==> src/rtl/lsr_pkg.sv <==
package lsr_pkg;

    localparam int unsigned STAT_W = 8;

    // Bit order is part of the register's meaning: MSB first.
    typedef struct packed {
        logic lvl_low;
        logic timer;
        logic sig_chg;
        logic jit_trip;
        logic carrier;
        logic cur_lim;
        logic open_ckt;
        logic tx_loss;
    } stat_t;

    // Condition vector index used for double-edge detection.
    typedef enum logic [2:0] {
        C_TXLOSS  = 3'd0,
        C_OPEN    = 3'd1,
        C_CURLIM  = 3'd2,
        C_CARRIER = 3'd3,
        C_LVL     = 3'd4
    } cond_idx_e;

    localparam int unsigned NUM_COND = 5;

    function automatic int unsigned pick_count(
        input logic        e1,
        input logic        short_sel,
        input int unsigned t1_long,
        input int unsigned t1_short,
        input int unsigned e1_long,
        input int unsigned e1_short
    );
        if (e1) return short_sel ? e1_short : e1_long;
        else    return short_sel ? t1_short : t1_long;
    endfunction

    function automatic int unsigned max2(input int unsigned a, input int unsigned b);
        return (a > b) ? a : b;
    endfunction

endpackage

==> src/rtl/lsr_sync.sv <==
module lsr_sync #(
    parameter int unsigned STAGES = 2
) (
    input  logic clk,
    input  logic rst,
    input  logic async_in,
    output logic lvl,
    output logic lvl_d
);
    logic [STAGES-1:0] chain;

    always_ff @(posedge clk) begin
        if (rst) begin
            chain <= '0;
            lvl_d <= 1'b0;
        end else begin
            chain <= {chain[STAGES-2:0], async_in};
            lvl_d <= chain[STAGES-1];
        end
    end

    assign lvl = chain[STAGES-1];
endmodule

==> src/rtl/lsr_txclk_monitor.sv <==
module lsr_txclk_monitor #(
    parameter int unsigned LOSS_CYC = 128
) (
    input  logic clk,
    input  logic rst,
    input  logic tx_change,
    output logic loss
);
    localparam int unsigned CW = $clog2(LOSS_CYC + 1);
    localparam logic [CW-1:0] LIMIT = CW'(LOSS_CYC);

    logic [CW-1:0] idle_cnt;

    always_ff @(posedge clk) begin
        if (rst || tx_change) idle_cnt <= '0;
        else if (idle_cnt != LIMIT) idle_cnt <= idle_cnt + 1'b1;
    end

    assign loss = (idle_cnt == LIMIT);
endmodule

==> src/rtl/lsr_interval_timer.sv <==
module lsr_interval_timer
    import lsr_pkg::*;
#(
    parameter int unsigned T1_LONG  = 1544000,
    parameter int unsigned T1_SHORT = 64848,
    parameter int unsigned E1_LONG  = 2048000,
    parameter int unsigned E1_SHORT = 128000
) (
    input  logic clk,
    input  logic rst,
    input  logic rx_rise,
    input  logic mode_e1,
    input  logic short_sel,
    output logic tick
);
    localparam int unsigned MAXC = max2(max2(T1_LONG, T1_SHORT), max2(E1_LONG, E1_SHORT));
    localparam int unsigned CW   = $clog2(MAXC + 1);

    logic [CW-1:0] cnt;
    logic [CW-1:0] last;

    assign last = CW'(pick_count(mode_e1, short_sel, T1_LONG, T1_SHORT, E1_LONG, E1_SHORT) - 1);
    // >= lets a switch to a shorter interval wrap at once
    assign tick = rx_rise && (cnt >= last);

    always_ff @(posedge clk) begin
        if (rst)          cnt <= '0;
        else if (tick)    cnt <= '0;
        else if (rx_rise) cnt <= cnt + 1'b1;
    end
endmodule

==> src/rtl/lsr_persist_qual.sv <==
module lsr_persist_qual
    import lsr_pkg::*;
#(
    parameter int unsigned HOLD_T1 = 77200,
    parameter int unsigned HOLD_E1 = 102400
) (
    input  logic clk,
    input  logic rst,
    input  logic level_in,
    input  logic rx_rise,
    input  logic mode_e1,
    output logic qual
);
    localparam int unsigned CW = $clog2(max2(HOLD_T1, HOLD_E1) + 1);

    logic [CW-1:0] run_cnt;
    logic [CW-1:0] hold;

    assign hold = mode_e1 ? CW'(HOLD_E1) : CW'(HOLD_T1);
    assign qual = (run_cnt >= hold);

    always_ff @(posedge clk) begin
        if (rst || !level_in)       run_cnt <= '0;
        else if (rx_rise && !qual)  run_cnt <= run_cnt + 1'b1;
    end
endmodule

==> src/rtl/lsr_status_bits.sv <==
module lsr_status_bits #(
    parameter int unsigned W = 8
) (
    input  logic         clk,
    input  logic         rst,
    input  logic [W-1:0] set_vec,
    input  logic         rd_clr,
    output logic [W-1:0] q
);
    for (genvar i = 0; i < W; i++) begin : g_bit
        always_ff @(posedge clk) begin
            if (rst) q[i] <= 1'b0;
            else     q[i] <= set_vec[i] | (q[i] & ~rd_clr);
        end
    end
endmodule

==> src/rtl/lsr_line_status.sv <==
module lsr_line_status
    import lsr_pkg::*;
#(
    parameter int unsigned CHAN_BITS     = 8,
    parameter int unsigned TX_PERIOD_SYS = 16,
    parameter int unsigned TMR_T1_LONG   = 1544000,
    parameter int unsigned TMR_T1_SHORT  = 64848,
    parameter int unsigned TMR_E1_LONG   = 2048000,
    parameter int unsigned TMR_E1_SHORT  = 128000,
    parameter int unsigned HOLD_T1       = 77200,
    parameter int unsigned HOLD_E1       = 102400
) (
    input  logic              clk,
    input  logic              rst,
    input  logic              txclk_in,
    input  logic              rxclk_in,
    input  logic              mode_e1,
    input  logic              short_intv,
    input  logic              open_ckt,
    input  logic              cur_lim,
    input  logic              carrier_loss,
    input  logic              level_low,
    input  logic              jit_near,
    input  logic              sig_cos,
    input  logic              rd_en,
    output logic [STAT_W-1:0] rd_data
);
    localparam int unsigned LOSS_CYC = CHAN_BITS * TX_PERIOD_SYS;

    logic tx_l, tx_ld, rx_l, rx_ld;
    logic tx_change, rx_rise;
    logic tx_loss, lvl_qual, tmr_tick;

    lsr_sync u_tx_sync (.clk(clk), .rst(rst), .async_in(txclk_in), .lvl(tx_l), .lvl_d(tx_ld));
    lsr_sync u_rx_sync (.clk(clk), .rst(rst), .async_in(rxclk_in), .lvl(rx_l), .lvl_d(rx_ld));

    assign tx_change = tx_l ^ tx_ld;
    assign rx_rise   = rx_l & ~rx_ld;

    lsr_txclk_monitor #(.LOSS_CYC(LOSS_CYC)) u_txmon (
        .clk(clk), .rst(rst), .tx_change(tx_change), .loss(tx_loss)
    );

    lsr_interval_timer #(
        .T1_LONG(TMR_T1_LONG), .T1_SHORT(TMR_T1_SHORT),
        .E1_LONG(TMR_E1_LONG), .E1_SHORT(TMR_E1_SHORT)
    ) u_timer (
        .clk(clk), .rst(rst), .rx_rise(rx_rise), .mode_e1(mode_e1),
        .short_sel(short_intv), .tick(tmr_tick)
    );

    lsr_persist_qual #(.HOLD_T1(HOLD_T1), .HOLD_E1(HOLD_E1)) u_lvl (
        .clk(clk), .rst(rst), .level_in(level_low), .rx_rise(rx_rise),
        .mode_e1(mode_e1), .qual(lvl_qual)
    );

    // Double-edge detection on the condition inputs
    logic [NUM_COND-1:0] cond, cond_prev, cond_edge;
    logic                jit_prev;

    always_comb begin
        cond            = '0;
        cond[C_TXLOSS]  = tx_loss;
        cond[C_OPEN]    = open_ckt;
        cond[C_CURLIM]  = cur_lim;
        cond[C_CARRIER] = carrier_loss;
        cond[C_LVL]     = lvl_qual;
    end

    // Previous values track the inputs through reset so release creates no edge
    always_ff @(posedge clk) begin
        cond_prev <= cond;
        jit_prev  <= jit_near;
    end

    assign cond_edge = cond ^ cond_prev;

    stat_t set_s;
    always_comb begin
        set_s.lvl_low  = cond_edge[C_LVL];
        set_s.timer    = tmr_tick;
        set_s.sig_chg  = sig_cos;
        set_s.jit_trip = jit_near & ~jit_prev;
        set_s.carrier  = cond_edge[C_CARRIER];
        set_s.cur_lim  = cond_edge[C_CURLIM];
        set_s.open_ckt = cond_edge[C_OPEN];
        set_s.tx_loss  = cond_edge[C_TXLOSS];
    end

    lsr_status_bits #(.W(STAT_W)) u_bits (
        .clk(clk), .rst(rst), .set_vec(set_s), .rd_clr(rd_en), .q(rd_data)
    );
endmodule

==> config.mk <==
export PLATFORM = sky130hd
export DESIGN_NAME = lsr_line_status
export DESIGN_NICKNAME = d
export VERILOG_FILES = /design/src/rtl/lsr_pkg.sv /design/src/rtl/lsr_sync.sv /design/src/rtl/lsr_txclk_monitor.sv /design/src/rtl/lsr_interval_timer.sv /design/src/rtl/lsr_persist_qual.sv /design/src/rtl/lsr_status_bits.sv /design/src/rtl/lsr_line_status.sv
export SDC_FILE = /design/constraint.sdc
export NUM_CORES = 1
export LEC_CHECK = 0
export BUFFER_PORTS_ARGS = -buffer_cell sky130_fd_sc_hd__buf_2
export CORE_AREA = 2 2 95 97
export DETAILED_ROUTE_END_ITERATION = 10
export DIE_AREA = 0 0 97 99
export PLACE_DENSITY = 0.6
export SLEW_MARGIN = 10
export SYNTH_ARGS = -nofsm -noshare
export SYNTH_HDL_FRONTEND = slang
export SYNTH_HIERARCHICAL = 1
export SYNTH_SLANG_ARGS = --single-unit
==> constraint.sdc <==
create_clock -name clk -period 2.3 [get_ports clk]
set_clock_uncertainty 0.2 [all_clocks]
set_input_delay 0.23 -clock clk [delete_from_list [all_inputs] [get_ports clk]]
set_output_delay 0.23 -clock clk [all_outputs]
set_load 0.05 [all_outputs]
After elaboration in Yosys (flattened, before gate mapping). Index checks and enable logic that the tools add are counted.

Register bits: 66. Latch bits: 0. Bits in writable memories: 0. Bits in read-only memories: 0. Bits of input ports: 13. Output and inout port bits: 8. Logic and storage cells: 59. Memories kept: 0.

Add/sub/neg operators: 4. Multipliers: 0. Divide/modulo/power cells: 0. Magnitude comparators: 2. Equality and inequality tests: 2. Shifts and indexed selects: 0. Mux-type cells: 4. Bitwise operators: 23. Reductions and logical operators: 7.

Operators with widths (count): $mux 21 (3); $add 21x1->21 const B (1); $ge 21x21->1 (1); $sub 21x1->21 const B (1); $add 17x1->17 const B (1); $ge 17x17->1 (1); $mux 16 (1); $and 1x1->1 (10); $add 8x1->8 const B (1); $eq 8x8->1 const B (1); $ne 8x8->1 const B (1); $or 1x1->1 (8); $xor 5x5->5 (1); $not 1->1 (3); $logic_and 1x1->1 (2); $logic_not 1->1 (2); $logic_or 1x1->1 (2); $reduce_or 2->1 (1); $xor 1x1->1 (1).

Longest topological paths before layout.
Depth in word-level cells: 6. Depth in mapped cells: 11. Depth with buffers taken out: 10.

Hierarchy. Netlist, hierarchy kept.

By module, submodules not included: lsr_interval_timer (times used 1, cells an instance 174, area an instance 1501.4 sq um, seq. area each 420.4 sq um); lsr_persist_qual (times used 1, cells an instance 138, area an instance 1214.9 sq um, seq. area each 340.3 sq um); lsr_txclk_monitor (times used 1, cells an instance 47, area an instance 412.9 sq um, seq. area each 160.2 sq um); lsr_status_bits (times used 1, cells an instance 33, area an instance 304.0 sq um, seq. area each 160.2 sq um); lsr_line_status (times used 1, cells an instance 14, area an instance 185.2 sq um, seq. area each 120.1 sq um); lsr_sync (times used 2, cells an instance 6, area an instance 78.8 sq um, seq. area each 60.1 sq um).

Worst setup path before layout. OpenSTA, ideal clock, no wires.

Path kind: reg-to-reg. From: reg u_rx_sync.chain[1]. To: reg u_lvl.run_cnt[10]. Arrival time: 1.887 ns. Setup slack: 0.143 ns. Stages on the path, launching flop included: 7. Buffers on the path: 1. Cells stage by stage: dfxtp_1 nor2b_1 clkbuf_1 and3_1 o2111ai_2 or4_1 a21oi_1.

Longest elaborated chain between the ends: 2.

RTL lines: start, declared (RTL line lsr_sync.sv:10) `logic [STAGES-1:0] chain;`; start signal, assigned (RTL line lsr_sync.sv:17) `chain <= {chain[STAGES-2:0], async_in};`; $and 1x1->1 (RTL line lsr_line_status.sv:38) `assign rx_rise = rx_l & ~rx_ld;`; net rx_rise (RTL line lsr_line_status.sv:31) `logic tx_change, rx_rise;`; $logic_and 1x1->1 (RTL line lsr_persist_qual.sv:24) `else if (rx_rise && !qual) run_cnt <= run_cnt + 1'b1;`; end signal, assigned (RTL line lsr_persist_qual.sv:24); end, declared (RTL line lsr_persist_qual.sv:16) `logic [CW-1:0] run_cnt;`.

The timed path passes the listed nets, and every way through them passes these cells. A chain may end at the register's enable or synchronous reset.

Worst setup path after layout.
From: reg u_lvl.run_cnt[4]. To: reg u_lvl.run_cnt[12].

Longest elaborated chain between the ends: 3. Elaborated cells between the ends (all ways): 4. Those cells by class: add/sub: 1; order compare: 1; reduce/logical: 2.

RTL lines: $ge 17x17->1 (RTL line lsr_persist_qual.sv:20) `assign qual = (run_cnt >= hold);`; $logic_not 1->1 (RTL line lsr_persist_qual.sv:24); $logic_and 1x1->1 (RTL line lsr_persist_qual.sv:24).

Parallel ways exist; a longest one is shown, timed or not.

==> results.md <==
- ANT nets after route: 0
- Clk sinks: 66
- CTS tree: done
- Worst EP required: 2360 ps
- Total Routing Usage GR: 17.75%
- Hold Vio Cnt, Final: 0
- Startpoint Class: flop
- Post-Place Cell Area: 4187 µm²
- DIE AREA: just under 10,000 µm²
- Antenna violations before repair: 0
- Setup Viol. Count Final: 0
- Lkg Pwr: 1.806 nW
- Syn_nets: 460
- DPL Wire Length: 5931 µm
- Total routed wirelength: 8174 µm
- Largest net degree at the start of global routing: 20
- Layout cells sized above 1: 24.12%
- Num ports: 21
- Crit. End Element: flop
- Critical-path cell list: inv_1 > ha_1 > or3b_4 > a31oi_4 > o2111ai_2 > or4_1 > a21oi_1
- CP bufs+invs: 1
- Commonest non-fill, non-tap cell in the layout: dfxtp_1
- Root buf cell: clkbuf_8
- Slew headroom: approximately 64%
- Max VDD drop: 0.0004607 V
- Clock buffer depth: 2
- Asr flop ratio synth: 0%
- First-pass GRT wire length: 14,210 µm
- Synthesis-to-layout area growth: 20.54%
- Starting Density: 44.16%
- Placer Congestion: 0.8549
- Final Max Tran Viols: 0
- # port buffers: 20
- Reg clk slew, reported paths: 80 ps
- Vias in the first global route: 3,139
- Detailed-router iteration count before antenna repair: 4
- Area leader, netlist: dfxtp_1
- Die X: roughly 97 µm
- Die Y: 99 µm
- Delay-heaviest family, CP: simple AND/OR/NAND/NOR gates
- Most frequent cells in the layout: dfxtp_1, a21oi_1, buf_4
- ANT cells: 0
- Worst Tran Pin Value: 539.1 ps
- Seq/Total Area, Yosys: 34.99%
- Worst skew pair latency: 340 ps
- Fin crit share: between 90% and 100%
- Worst path max stage delay: 500 ps
- Status: finished clean
- # DRC: 0
- DR WL/cell: between 10 and 15 µm
- Cell count after synthesis: 418
- Mean Syn Cell Area: between 9 and 10 µm²
- Max Fclk: 445.0 MHz
- Final Hold Slack: 63.22 ps
- Slowest CP cell: or4_1
- Area contributors post-synth: dfxtp_1, ha_1, a21oi_1
- Power Density: 563.4 nW/µm²
- DR vias: 3,219
- Hold Path Class: primary input to flop
- H-tree levels: 3
- Flops & latches, synth: 66
- Via density: 5.465
- CP max FO: 4
- Min Clock Period, post-route: 2247 ps
- CP Class: flop to flop
- Crit path DAT: 2310 ps
- Post-route cell area: 4552 µm²
- Mapped Area: 3776 µm²
- CTS Buf Count: 9
- Warnings from Yosys: 6
- Core area: 8551 µm²
- Row Count: 34
- DRT iter0 DRCs: 69
- Maxcap violations: 0
- EDFF count, synth: 0
- RSZ-0062 raised after global routing: yes
- Number of distinct library cells after synthesis: 63
- Nets: 518
- Main flop type after synthesis: dfxtp_1
- Synth top area share: 34.99%
- Total gr overflow: 0
[cell families after synthesis]
logic type                 Yosys count  share of synthesized area [%]
muxes                                4                          1.193
and+or+nand+nor                    167                          27.60
other                                1                        0.09931
AOI/OAI and AO/OA                   83                          15.54
DFF                                 66                          34.99
xor gates and xnor gates            26                          6.031
adders and majority gates           29                          9.609
buffers and inverters               42                          4.937
[per-layer routing]
metal	part of all wire [%]	vias up	global-route usage (%)	wire, µm
met5	0	-	0	0
met4	1.6	0	6.934	133
met3	2.3	13	3.546	185
met2	49	31	30.98	4038
met1	47	1531	21.58	3816
li1	-	1644	-	-
[worst paths after layout]
kind                       from                 end  slack, ps  cells past startpoint
min                       rd_en         u_bits/q[2]         60                      3
min reg2reg  u_rx_sync/chain[0]  u_rx_sync/chain[1]        250                      1
max reg2reg    u_lvl/run_cnt[4]   u_lvl/run_cnt[12]         50                      7
max            u_lvl/run_cnt[4]   u_lvl/run_cnt[12]         50                      7
[state kept, by name, indices dropped and copies added, names as in the netlist]
| signal | count |
|---|---|
| u_rx_sync/chain | 2 |
| u_tx_sync/chain | 2 |
| u_tx_sync/lvl_d | 1 |
| u_rx_sync/lvl_d | 1 |
| cond_prev | 5 |
| u_txmon/idle_cnt | 8 |
| jit_prev | 1 |
| u_lvl/run_cnt | 17 |
| u_bits/q | 8 |
| u_timer/cnt | 21 |
[tightest hold or removal path: stages]
cell and delay [ps]:
buf_2 150, nand2b_1 120, a21oi_1 60
[final cells by class]
class	instances	area [µm²]
multi-input cells	310	2313
flip-flops and latches	66	1326
fillers	795	3999
inverters	30	112.6
well taps	108	135.1
clock buffers	10	127.6
clock inverters	6	113.9
repair buffers	59	422.9
[report_power, final]
group          switching, W  internal (W)  total [W]
logic              0.000115     0.0000808   0.000196
clock network      0.000462      0.000724    0.00119
registers         0.0000182       0.00116    0.00118
total              0.000596       0.00197    0.00256
[per-stage QoR]
| stage | setup slack [ps] | cells | total power, W | TNS [ps] | util [%] |
|---|---|---|---|---|---|
| floorplan | 142.6 | 418 | 0.001329 | 0 | - |
| global placement | -51.93 | 565 | 0.001386 | -325.0 | 48.96 |
| detailed placement | -122.4 | 565 | 0.001392 | -1569 | 48.96 |
| CTS | 23.01 | 588 | 0.002597 | 0 | 52.60 |
| global route | -39.42 | 589 | 0.002666 | -116.3 | 53.23 |
| finish | 52.84 | 589 | 0.002565 | 0 | 53.23 |
[what timing repair did]
item,in CTS,in global routing
endpoints found under the hold margin,10,0
hold buffers,7,0
setup buffers,0,1
gates resized for setup,0,10
setup endpoints to repair,0,14
[cell usage after synthesis (4+ instances only)]
master / n
o21ai_0: 10
dfxtp_1: 66
or3_1: 4
nor3_1: 16
nand3_1: 14
inv_1: 30
a21oi_1: 33
xnor2_1: 13
or4_1: 4
nor3_2: 15
nor2_1: 18
and4_1: 7
xor2_1: 13
ha_1: 29
nand4_1: 16
clkbuf_1: 5
nor2b_1: 10
o31ai_1: 4
nand2_1: 28
nand2b_1: 14
a31o_2: 5
(Power assumes the default switching activity.)
